[src/rtl/dsi_inj_pkg.sv]
package dsi_inj_pkg;
  localparam int MAX_SLOTS = 8;
  localparam int MAX_BYTES = 4 * MAX_SLOTS;
  localparam int SLOT_W    = $clog2(MAX_SLOTS);
  localparam int CNT_W     = $clog2(MAX_SLOTS + 1);
  localparam int IDX_W     = $clog2(MAX_BYTES);
  localparam int LEN_W     = $clog2(MAX_BYTES + 1);
  localparam int HDR_BITS  = 24;

  localparam logic [7:0] SHORT_WR_1P = 8'h15;

  // Per-bit contribution to the header ECC, bit 0 first.
  localparam logic [5:0] ECC_CODE [HDR_BITS] = '{
    6'h07, 6'h0B, 6'h0D, 6'h0E, 6'h13, 6'h15, 6'h16, 6'h19,
    6'h1A, 6'h1C, 6'h23, 6'h25, 6'h26, 6'h29, 6'h2A, 6'h2C,
    6'h31, 6'h32, 6'h34, 6'h38, 6'h1F, 6'h2F, 6'h37, 6'h3B
  };

  typedef struct packed {
    logic [7:0] cmd;
    logic [7:0] param;
  } slot_t;

  // Strobes from the control FSM to the datapath.
  typedef struct packed {
    logic             active;
    logic [IDX_W-1:0] byteIdx;
  } txSel_t;

  function automatic logic [7:0] hdrEcc(input logic [HDR_BITS-1:0] hdr);
    logic [5:0] acc;
    acc = '0;
    for (int i = 0; i < HDR_BITS; i++) begin
      if (hdr[i]) acc = acc ^ ECC_CODE[i];
    end
    return {2'b00, acc};
  endfunction
endpackage

[src/rtl/dsi_inj_datapath.sv]
module dsi_inj_datapath
  import dsi_inj_pkg::*;
(
  input  logic       clk,
  input  logic       rst,
  input  logic       slotWrEn,
  input  logic [7:0] slotCmd,
  input  logic [7:0] slotParam,
  input  txSel_t     sel,
  output logic [7:0] txData,
  output logic       overflowErr
);
  slot_t            slots [MAX_SLOTS];
  logic [CNT_W-1:0] slotCnt;
  logic [31:0]      pktWord [MAX_SLOTS];
  logic             slotsFull;

  assign slotsFull = (slotCnt == CNT_W'(MAX_SLOTS));

  always_ff @(posedge clk) begin
    if (rst) begin
      slotCnt     <= '0;
      overflowErr <= 1'b0;
      for (int s = 0; s < MAX_SLOTS; s++) slots[s] <= '0;
    end else if (slotWrEn) begin
      if (slotsFull) begin
        overflowErr <= 1'b1;
      end else begin
        slots[slotCnt[SLOT_W-1:0]] <= '{cmd: slotCmd, param: slotParam};
        slotCnt <= slotCnt + 1'b1;
      end
    end
  end

  // One header builder per slot.
  for (genvar g = 0; g < MAX_SLOTS; g++) begin : g_pkt
    logic [23:0] hdrLow;
    assign hdrLow     = {slots[g].param, slots[g].cmd, SHORT_WR_1P};
    assign pktWord[g] = {hdrEcc(hdrLow), hdrLow};
  end

  logic [SLOT_W-1:0] rdSlot;
  logic [1:0]        rdLane;
  assign rdSlot = sel.byteIdx[IDX_W-1:2];
  assign rdLane = sel.byteIdx[1:0];

  always_comb begin
    txData = 8'h00;
    if (sel.active) txData = pktWord[rdSlot][rdLane*8 +: 8];
  end

  a_r5_full_blocks_load: assert property (@(posedge clk) disable iff (rst)
    (slotWrEn && slotsFull) |=> (overflowErr && slotsFull));
  a_r5_err_sticky: assert property (@(posedge clk) disable iff (rst)
    overflowErr |=> overflowErr);
  a_r10_reset_clears: assert property (@(posedge clk)
    rst |=> (slotCnt == '0 && !overflowErr));
endmodule

[src/rtl/dsi_inj_ctrl.sv]
module dsi_inj_ctrl
  import dsi_inj_pkg::*;
(
  input  logic             clk,
  input  logic             rst,
  input  logic             ctrlWrEn,
  input  logic [LEN_W-1:0] ctrlLen,
  input  logic             ctrlEnable,
  input  logic             frameStart,
  input  logic             txReady,
  output txSel_t           sel,
  output logic             txValid,
  output logic             busy
);
  typedef enum logic {ST_IDLE, ST_SEND} state_e;

  state_e           state;
  logic [LEN_W-1:0] lenReg;
  logic             enReg;
  logic [IDX_W-1:0] byteIdx;
  logic [IDX_W-1:0] lastIdx;
  logic [LEN_W-1:0] effLen;
  logic             kick;

  assign effLen = (lenReg > LEN_W'(MAX_BYTES)) ? LEN_W'(MAX_BYTES) : lenReg;
  assign kick   = (state == ST_IDLE) && frameStart && enReg && (effLen != '0);

  always_ff @(posedge clk) begin
    if (rst) begin
      lenReg <= '0;
      enReg  <= 1'b0;
    end else if (ctrlWrEn) begin
      lenReg <= ctrlLen;
      enReg  <= ctrlEnable;
    end
  end

  always_ff @(posedge clk) begin
    if (rst) begin
      state   <= ST_IDLE;
      byteIdx <= '0;
      lastIdx <= '0;
    end else begin
      case (state)
        ST_IDLE: if (kick) begin
          state   <= ST_SEND;
          byteIdx <= '0;
          lastIdx <= IDX_W'(effLen - 1'b1);
        end
        ST_SEND: if (txReady) begin
          if (byteIdx == lastIdx) state <= ST_IDLE;
          else                    byteIdx <= byteIdx + 1'b1;
        end
        default: state <= ST_IDLE;
      endcase
    end
  end

  assign txValid     = (state == ST_SEND);
  assign busy        = (state == ST_SEND);
  assign sel.active  = (state == ST_SEND);
  assign sel.byteIdx = byteIdx;

  a_r8_busy_holds_stalled: assert property (@(posedge clk) disable iff (rst)
    (busy && !txReady) |=> (busy && txValid));
  a_r9_zero_len_idle: assert property (@(posedge clk) disable iff (rst)
    (!busy && frameStart && effLen == '0) |=> !busy);
  a_r6_disabled_idle: assert property (@(posedge clk) disable iff (rst)
    (!busy && !enReg) |=> !busy);
endmodule

[src/rtl/dsi_cmd_injector.sv]
module dsi_cmd_injector
  import dsi_inj_pkg::*;
(
  input  logic       clk,
  input  logic       rst,
  input  logic       slotWrEn,
  input  logic [7:0] slotCmd,
  input  logic [7:0] slotParam,
  input  logic       ctrlWrEn,
  input  logic [5:0] ctrlLen,
  input  logic       ctrlEnable,
  input  logic       frameStart,
  output logic [7:0] txData,
  output logic       txValid,
  input  logic       txReady,
  output logic       busy,
  output logic       overflowErr
);
  txSel_t sel;

  dsi_inj_ctrl u_ctrl (
    .clk(clk), .rst(rst), .ctrlWrEn(ctrlWrEn), .ctrlLen(ctrlLen),
    .ctrlEnable(ctrlEnable), .frameStart(frameStart), .txReady(txReady),
    .sel(sel), .txValid(txValid), .busy(busy)
  );

  dsi_inj_datapath u_dp (
    .clk(clk), .rst(rst), .slotWrEn(slotWrEn), .slotCmd(slotCmd),
    .slotParam(slotParam), .sel(sel), .txData(txData),
    .overflowErr(overflowErr)
  );

  a_r2_hold_under_stall: assert property (@(posedge clk) disable iff (rst)
    (txValid && !txReady && !slotWrEn) |=> (txValid && $stable(txData)));
  a_r1_type_byte_first: assert property (@(posedge clk) disable iff (rst)
    (txValid && sel.byteIdx[1:0] == 2'd0) |-> (txData == 8'h15));
  a_r8_busy_tracks_valid: assert property (@(posedge clk) disable iff (rst)
    busy |-> txValid);
endmodule

[config.mk]
export PLATFORM = sky130hd
export DESIGN_NAME = dsi_cmd_injector
export DESIGN_NICKNAME = d
export VERILOG_FILES = /design/src/rtl/dsi_inj_pkg.sv /design/src/rtl/dsi_inj_datapath.sv /design/src/rtl/dsi_inj_ctrl.sv /design/src/rtl/dsi_cmd_injector.sv
export SDC_FILE = /design/constraint.sdc
export NUM_CORES = 1
export LEC_CHECK = 0
export BUFFER_PORTS_ARGS = -buffer_cell sky130_fd_sc_hd__buf_2
export CAP_MARGIN = 0
export CORE_MARGIN = 1.5
export CORE_UTILIZATION = 49
export DETAILED_ROUTE_END_ITERATION = 12
export PLACE_DENSITY_LB_ADDON = 0.2
export SYNTH_ARGS = -nofsm -noshare
export SYNTH_HDL_FRONTEND = slang
export SYNTH_SLANG_ARGS = --single-unit
[constraint.sdc]
create_clock -name clk -period 2.2 [get_ports clk]
set_input_delay 0.11 -clock clk [delete_from_list [all_inputs] [get_ports clk]]
set_output_delay 0.11 -clock clk [all_outputs]
set_load 0.02 [all_outputs]
==> results of run 1 <==
metrics by stage:
step                      hold WS [ps]  total power, mW  instance area [um2]   util  std cells
after floorplan                    251             4.72                 9820      -        801
after global placement             345             5.51                11600  0.593       1243
after detailed placement           354             5.53                11600  0.593       1243
after CTS                         46.3             8.49                12600  0.644       1293
after global routing              80.4             8.86                12900  0.661       1312
final                             49.6             8.61                12900  0.661       1312
critical path: cells and delay by family, from the launching register on:
family	cells	cell delay [ps]
XOR/XNOR	3	790
AO/OA/AOI/OAI	2	320
flip-flops	1	430
multiplexers	1	470
buffers and inverters	2	300
final cells by class:
cell class	count	area, um2
timing repair buffer	246	1950
sequential	151	4310
multi-input combinational	610	5710
inverter	8	32.5
clock buffer	20	468
fill	1492	6620
clock inverter	12	104
tap	265	332
state kept, by name (all words and copies together), names as in the netlist:
name / flops
u_dp.slotCnt: 4
u_ctrl.byteIdx: 5
u_dp.overflowErr: 1
u_ctrl.lenReg: 6
u_ctrl.busy: 1
u_ctrl.enReg: 1
u_ctrl.lastIdx: 5
u_dp.slots: 128
timing repair:
| action | 4_1_cts | 5_1_grt |
|---|---|---|
| hold endpoints to repair | 8 | 0 |
| endpoints found under the setup margin | 26 | 118 |
| pin swaps | 33 | 22 |
| gates resized for setup | 45 | 36 |
| cloned | 2 | 2 |
| setup buffers | 9 | 19 |
| hold buffers | 8 | 0 |
cells by family after synthesis:
family / Yosys count / share of synthesized area
XOR/XNOR: 264 / 0.260
AND/OR/NAND/NOR: 234 / 0.131
flip-flops: 151 / 0.439
multiplexers: 59 / 0.113
AO/OA/AOI/OAI: 46 / 0.0339
buffers and inverters: 42 / 0.0172
adder cells (fa/ha/maj): 5 / 0.00639
path summary, 6_finish.rpt:
| check | to | from | slack, ps |
|---|---|---|---|
| worst max-delay path | txData[0] | u_dp.slots[7][6] | -670 |
| worst min-delay path | u_dp.slotCnt[1] | rst | 50 |
| worst min register to register | u_dp.overflowErr | u_dp.overflowErr | 470 |
| worst max register to register | u_dp.slots[3][5] | u_dp.slotCnt[0] | 90 |
power breakdown:
group | leakage [nW] | internal, mW | total, mW | switching [mW]
Sequential | 1.51 | 3.23 | 3.38 | 0.148
Clock | 0.266 | 1.57 | 2.86 | 1.29
Combinational | 3.37 | 1.27 | 2.36 | 1.09
Total | 5.15 | 6.08 | 8.61 | 2.53
routing by layer:
| layer | global-route usage | part of all wire | vias up |
|---|---|---|---|
| met2 | 0.477 | 0.45 | 349 |
| met1 | 0.434 | 0.43 | 3580 |
| met3 | 0.0675 | 0.085 | 55 |
| met5 | 0 | 0 | - |
| met4 | 0.111 | 0.029 | 0 |
| li1 | - | - | 3259 |
synth_stat cells (all sizes together), types with 5 or more instances:
cell / instances / area (um2)
clkbuf: 22 / 82.6
nor3: 9 / 45.0
nor2: 40 / 150
dfxtp: 23 / 460
xnor3: 11 / 248
and2: 130 / 813
xnor2: 199 / 1820
inv: 8 / 30.0
buf: 12 / 56.3
edfxtp: 128 / 3840
nand2: 27 / 101
a21oi: 10 / 50.1
mux4: 40 / 908
or2: 7 / 43.8
ha: 5 / 62.6
nand3: 7 / 35.0
xor2: 54 / 480
o21ai: 6 / 30.0
mux2i: 16 / 160
==> flow_summary.toml, run 1 <==
[status]
outcome = "complete, but fails checks"
failed_checks = "negative setup slack"

[worst_setup_path]
cpMostUsedCell = "xnor2_2"
cp_max_fo = 2
cp.required_ps = 2090
crit_type = "reg -> out"
r2r_cells = 8
crit_path_cell_trace = "xnor2_2 -> xnor3_1 -> buf_6 -> xnor2_2 -> mux4_2 -> o211ai_1 -> a21oi_2 -> buf_4"
slowest_delay_ps = 470
cp-end-kind = "output port"
cp_slowest_cell = "mux4_2"
worstPathArrival_ps = 2760
critical_path.startpoint_type = "flip-flop"

[yosys]
yosys_most_used_dff = "edfxtp_1"
synth_edf_count = 128
ys_warn_count = 0
synth.avg_cell_area_um2 = 12.2
synth_seq_area_share = 0.439
synthArstFlopShare = 0
syn-cell-area_um2 = 9800
synth.distinct_cells = 51
yosys_register_bits = 151
syn_inst = 801
syn_nets = 835

[hold_path]
hold_depth = 2
min_path_type = "in -> reg"

[detailed_routing]
drtAntennaViolNets = 0
vias = 7243
dr.pass1.iters = 5
drc = 0
routedWlPerCell_um = 23.6
routed_wl_um = 31000
via_per_inst = 5.52
drt_iter0_drc = 643

[sta]
drv_slew = 0
period_needed_ps = 2870
clock.fmax_mhz = 349
maxSlewHeadroom = 0.697
fin_ws_ps = -666
fin_crit_sh = 1.30
fin_skew_ps = 12.4
rsz0062_at_grt = "yes"
hold_viol = 0
tightest_slew_ps = 453
finalSetupViolCount = 8
tns_ps = -3870

[global_route]
grt_max_degree = 34
grt_pass1_vias = 7223
grt_pass1_wl_um = 45100
gr-total-overflow = 0
track_usage = 0.310
antenna_found_initial = 0

[placed_design]
dp_slack_ps = -305
port-buffer-count = 39
dp_hpwl_um = 23500
place.gp.congestion = 0.982

[cts]
clk_path_buf_depth = 2
cts_sinks = 151
root_buffer = "clkbuf_16"
tritoncts = "done"
clk_latency_ps = 430
cts-buffers-inserted = 17
htreeDepth = 4
path_clk_slew_ps = 70

[cells_and_area]
area_growth_pct = 31.8
layout_commonest_cell = "buf_4"
drive_above_1_share = 0.373
fin_nets = 1068
layout_common_cells = "buf_4 (185), xnor2_1 (158), and2_1 (130), edfxtp_1 (128), xor2_1 (46)"
n_antenna_cell = 0

[die]
initial_core_util = 0.502
rows = 51
die_y_um = 144
ios = 40
design.core.area_um2 = 19500
fp.dieW_um = 144
dieArea_um2 = 20800

[pwr]
ir_worst_vdd_uv = 512
leakage_nw = 5.15
powerDensity_nw_per_um2 = 667

[job]
max-cap-violations = 0
Power figures use the tool's default switching activity.
==> run 2, diff against run 1 <==
--- a/constraint.sdc
+++ b/constraint.sdc
@@ -3,2 +3,2 @@
 set_output_delay 0.11 -clock clk [all_outputs]
-set_load 0.02 [all_outputs]
+set_load 0.005 [all_outputs]
==> flow_summary.toml, run 2 (synthesis gave the netlist of run 1 again) <==
[status]
outcome = "complete, but fails checks"
failed_checks = "negative setup slack"

[detailed_routing]
vias = 7323
drt_iter0_drc = 763
drtAntennaViolNets = 0
routedWlPerCell_um = 22.9
dr.pass1.iters = 5
routed_wl_um = 30300
drc = 0
via_per_inst = 5.54

[global_route]
gr-total-overflow = 0
track_usage = 0.299
grt_pass1_vias = 7263
grt_max_degree = 34
grt_pass1_wl_um = 43600
antenna_found_initial = 2

[worst_setup_path]
cp_slowest_cell = "xnor3_1"
cp_max_fo = 2
cp_top_family = "XOR/XNOR gates"
crit_path_cell_trace = "xnor3_2 -> xnor2_2 -> xnor3_1 -> mux2i_2 -> o21bai_4 -> o211ai_1 -> a21oi_1 -> buf_2"
crit_type = "reg -> out"
rrSetupSlack_ps = 140
cp-end-kind = "output port"
slowest_delay_ps = 470
worstPathArrival_ps = 2800
critical_path.startpoint_type = "flip-flop"
cp.required_ps = 2090
path_buf_inv = 1

[sta]
fin_crit_sh = 1.32
fin_ws_ps = -715
rsz0062_at_grt = "yes"
tns_ps = -3610
period_needed_ps = 2910
clock.fmax_mhz = 343
drv_slew = 0
maxSlewHeadroom = 0.655
finalSetupViolCount = 8
fin_skew_ps = 8.47
tightest_slew_ps = 518
hold_viol = 0

[cells_and_area]
regMostFlops = "u_dp.slots"
fillers = 1458
fin_nets = 1076
layoutNonFillerInstCount = 1323
largest_reg_flops = 128
area_growth_pct = 32.1
layout_common_cells = "buf_4 (194), xnor2_1 (159), and2_1 (130), edfxtp_1 (128), xor2_1 (42)"
drive_above_1_share = 0.384
layout_commonest_cell = "buf_4"
fin_area_um2 = 12900
reg_top3 = "u_dp.slots: 128 flops, u_ctrl.lenReg: 6 flops"

[cts]
htreeDepth = 4
cts-buffers-inserted = 17
clk_latency_ps = 440
clk_path_buf_depth = 2
root_buffer = "clkbuf_16"
path_clk_slew_ps = 60
cts_sinks = 151
tritoncts = "done"

[die]
dieArea_um2 = 20800
die_y_um = 144
initial_core_util = 0.502
fp.dieW_um = 144
ios = 40
design.core.area_um2 = 19500
rows = 51

[placed_design]
dp_hpwl_um = 22400
place_area_um2 = 11600
place.gp.congestion = 1.04
place_inst = 1255
port-buffer-count = 39

[pwr]
pwr-share-seq = 0.395
intPower_mw = 6.00
total_power_mw = 8.54
ir_worst_vdd_uv = 573
switching_share = 0.298
leakage_nw = 5.17
power_switching_mw = 2.54
clkPwrFrac = 0.322
p_comb_frac = 0.283
powerDensity_nw_per_um2 = 660

[hold_path]
min_path_type = "in -> reg"

[job]
max-cap-violations = 0
run 2: cell count changes in the layout (fill, tap and decap cells not counted), sizes merged:
cell | before | now
buf | 237 | 246
clkbuf | 21 | 19
clkinv | 0 | 5
clkinvlp | 5 | 3
diode | 0 | 3
or2 | 9 | 7
run 2: final timing paths:
check,startpoint,endpoint,depth (start not counted)
hold reg to reg,u_dp.overflowErr,u_dp.overflowErr,2
hold / removal,rst,u_dp.slotCnt[1],2
setup / recovery,u_dp.slots[6][6],txData[5],8
setup reg to reg,u_dp.slotCnt[0],u_dp.slots[1][9],8
run 2: per-layer routing:
metal / global-route usage / vias up / routed length [um]
li1: - / 3266 / -
met1: 0.381 / 3651 / 12300
met2: 0.487 / 344 / 14700
met3: 0.0825 / 62 / 2430
met4: 0.117 / 0 / 970
met5: 0 / - / 0
run 2: power by group through the flow:
stage	Sequential, mW	Clock, mW	Combinational [mW]
final	3.38	2.75	2.42
after global routing	3.38	2.87	2.55
after CTS	3.37	2.76	2.28
after detailed placement	3.43	0	2.16
after global placement	3.42	0	2.13
after floorplan	3.41	0	1.31
run 2: per-stage QoR:
| stage | utilization | hold slack (ps) | setup slack (ps) |
|---|---|---|---|
| finish | 0.663 | 61.7 | -715 |
| global route | 0.662 | 78.3 | -838 |
| CTS | 0.642 | 62.4 | -595 |
| detailed placement | 0.595 | 356 | -235 |
| global placement | 0.595 | 346 | -187 |
| floorplan | - | 249 | -29.9 |
run 2: repair_timing:
item | CTS | global route
gates resized for setup | 38 | 42
buffers inserted | 11 | 16
cloned | 0 | 2
pin swaps | 26 | 31
endpoints found under the setup margin | 24 | 59
hold buffers | 8 | 0
endpoints found under the hold margin | 8 | 0
run 2: cell type report:
cell class / instances / area (um2) / share of cell area
inverter: 8 / 30.0 / 0.00232
antenna: 3 / 7.51 / 0.000580
clock buffer: 17 / 425 / 0.0329
clock inverter: 15 / 120 / 0.00929
tap: 265 / 332 / 0.0256
multi-input combinational: 608 / 5750 / 0.444
timing repair buffer: 256 / 1960 / 0.152
sequential: 151 / 4310 / 0.333
==> run 3, diff against run 2 <==
CORE_MARGIN = 2   (was 1.5)
==> flow_summary.toml, run 3 (synthesis gave the netlist of run 1 again) <==
[sta]
fin_ws_ps = -590
period_needed_ps = 2790
fin_skew_ps = 22.1
clock.fmax_mhz = 358
tightest_slew_ps = 430
hold_viol = 0
maxSlewHeadroom = 0.713
drv_slew = 0
hold_slack_ps = 6.38
rsz0062_at_grt = "yes"
fin_crit_sh = 1.27
finalSetupViolCount = 8

[die]
fp.dieW_um = 145
design.core.area_um2 = 19500
rows = 51
initial_core_util = 0.502
dieArea_um2 = 21100
die_y_um = 145
ios = 40

[detailed_routing]
vias = 7161
drtAntennaViolNets = 0
via_per_inst = 5.45
drt_iter0_drc = 584
drc = 0
routedWlPerCell_um = 23.2
routed_wl_um = 30500
dr.pass1.iters = 5

[placed_design]
place_inst = 1249
dp_hpwl_um = 22800
place.gp.congestion = 1.01
port-buffer-count = 39
dp_slack_ps = -233

[cts]
cts-buffers-inserted = 17
root_buffer = "clkbuf_16"
cts_sinks = 151
clk_path_buf_depth = 2
htreeDepth = 4
path_clk_slew_ps = 60
tritoncts = "done"
clk_latency_ps = 430

[cells_and_area]
layout_common_cells = "buf_4 (192), xnor2_1 (165), and2_1 (130), edfxtp_1 (128), xor2_1 (45)"
reg_top3 = "u_dp.slots: 128 flops, u_ctrl.lenReg: 6 flops"
drive_above_1_share = 0.366
layoutNonFillerInstCount = 1314
fillers = 1539
fin_nets = 1070
area_growth_pct = 30.7
layout_commonest_cell = "buf_4"
n_antenna_cell = 0
largest_reg_flops = 128
utilization = 0.656
regMostFlops = "u_dp.slots"

[status]
failed_checks = "negative setup slack"
outcome = "complete, but fails checks"

[worst_setup_path]
cp-end-kind = "output port"
worstPathArrival_ps = 2680
crit_type = "reg -> out"
cp.required_ps = 2090
critical_path.startpoint_type = "flip-flop"
cp_max_fo = 3

[global_route]
busiest_layer = "met2"
track_usage = 0.292
met1_usage = 0.394
grt_pass1_vias = 7404
antenna_found_initial = 2
gr-total-overflow = 0
grt_pass1_wl_um = 45100
grt_max_degree = 38
grt_util_met3 = 0.0583
grtUsageMet2 = 0.478

[job]
max-cap-violations = 0

[pwr]
total_power_mw = 8.52
leakage_nw = 5.11
powerDensity_nw_per_um2 = 666
ir_worst_vdd_uv = 516

[hold_path]
min_path_type = "in -> reg"
[run 3: critical path: stages (launching register included)]
cell,delay [ps]
edfxtp_1,530
xnor2_1,300
xnor3_1,290
xnor3_1,410
mux2i_2,100
o21bai_4,170
o211ai_1,120
a21oi_1,190
buf_2,140
[run 3: final timing paths]
kind / startpoint / to / slack, ps / cells past startpoint
max: u_dp.slots[2][5] / txData[5] / -590 / 8
min reg2reg: u_dp.overflowErr / u_dp.overflowErr / 470 / 2
max reg2reg: u_dp.slotCnt[0] / u_dp.slots[1][5] / 40 / 8
min: rst / u_dp.slotCnt[1] / 6 / 2
[run 3: cell type report]
type,count,area (um2),area share
multi-input combinational,608,5650,0.442
timing repair buffer,250,1910,0.149
clock buffer,21,440,0.0344
inverter,8,30.0,0.00235
tap,265,332,0.0259
clock inverter,11,125,0.00978
sequential,151,4310,0.337
[run 3: timing repair]
action | CTS | global route
setup buffers | 11 | 18
pin swaps | 21 | 27
resized for setup | 32 | 29
gates cloned | 0 | 1
hold buffers | 8 | 0
hold endpoints to repair | 8 | 0
endpoints found under the setup margin | 40 | 8
[run 3: report_power, final]
group          switching, mW  internal, mW  total, mW
clock network           1.20          1.67       2.87
logic                   1.07          1.21       2.28
registers              0.141          3.24       3.38
[run 3: per-layer routing]
metal,vias to the layer above,part of all wire
li1,3253,-
met1,3585,0.42
met2,272,0.48
met3,51,0.071
met4,0,0.028
met5,-,0
[run 3: through the flow]
stage | cell area (um2) | setup TNS, ps
6_report | 12800 | -3470
5_1_grt | 12800 | -4040
4_1_cts | 12500 | -3440
3_5_place_dp | 11600 | -1300
3_3_place_gp | 11600 | -639
2_1_floorplan | 9800 | -995
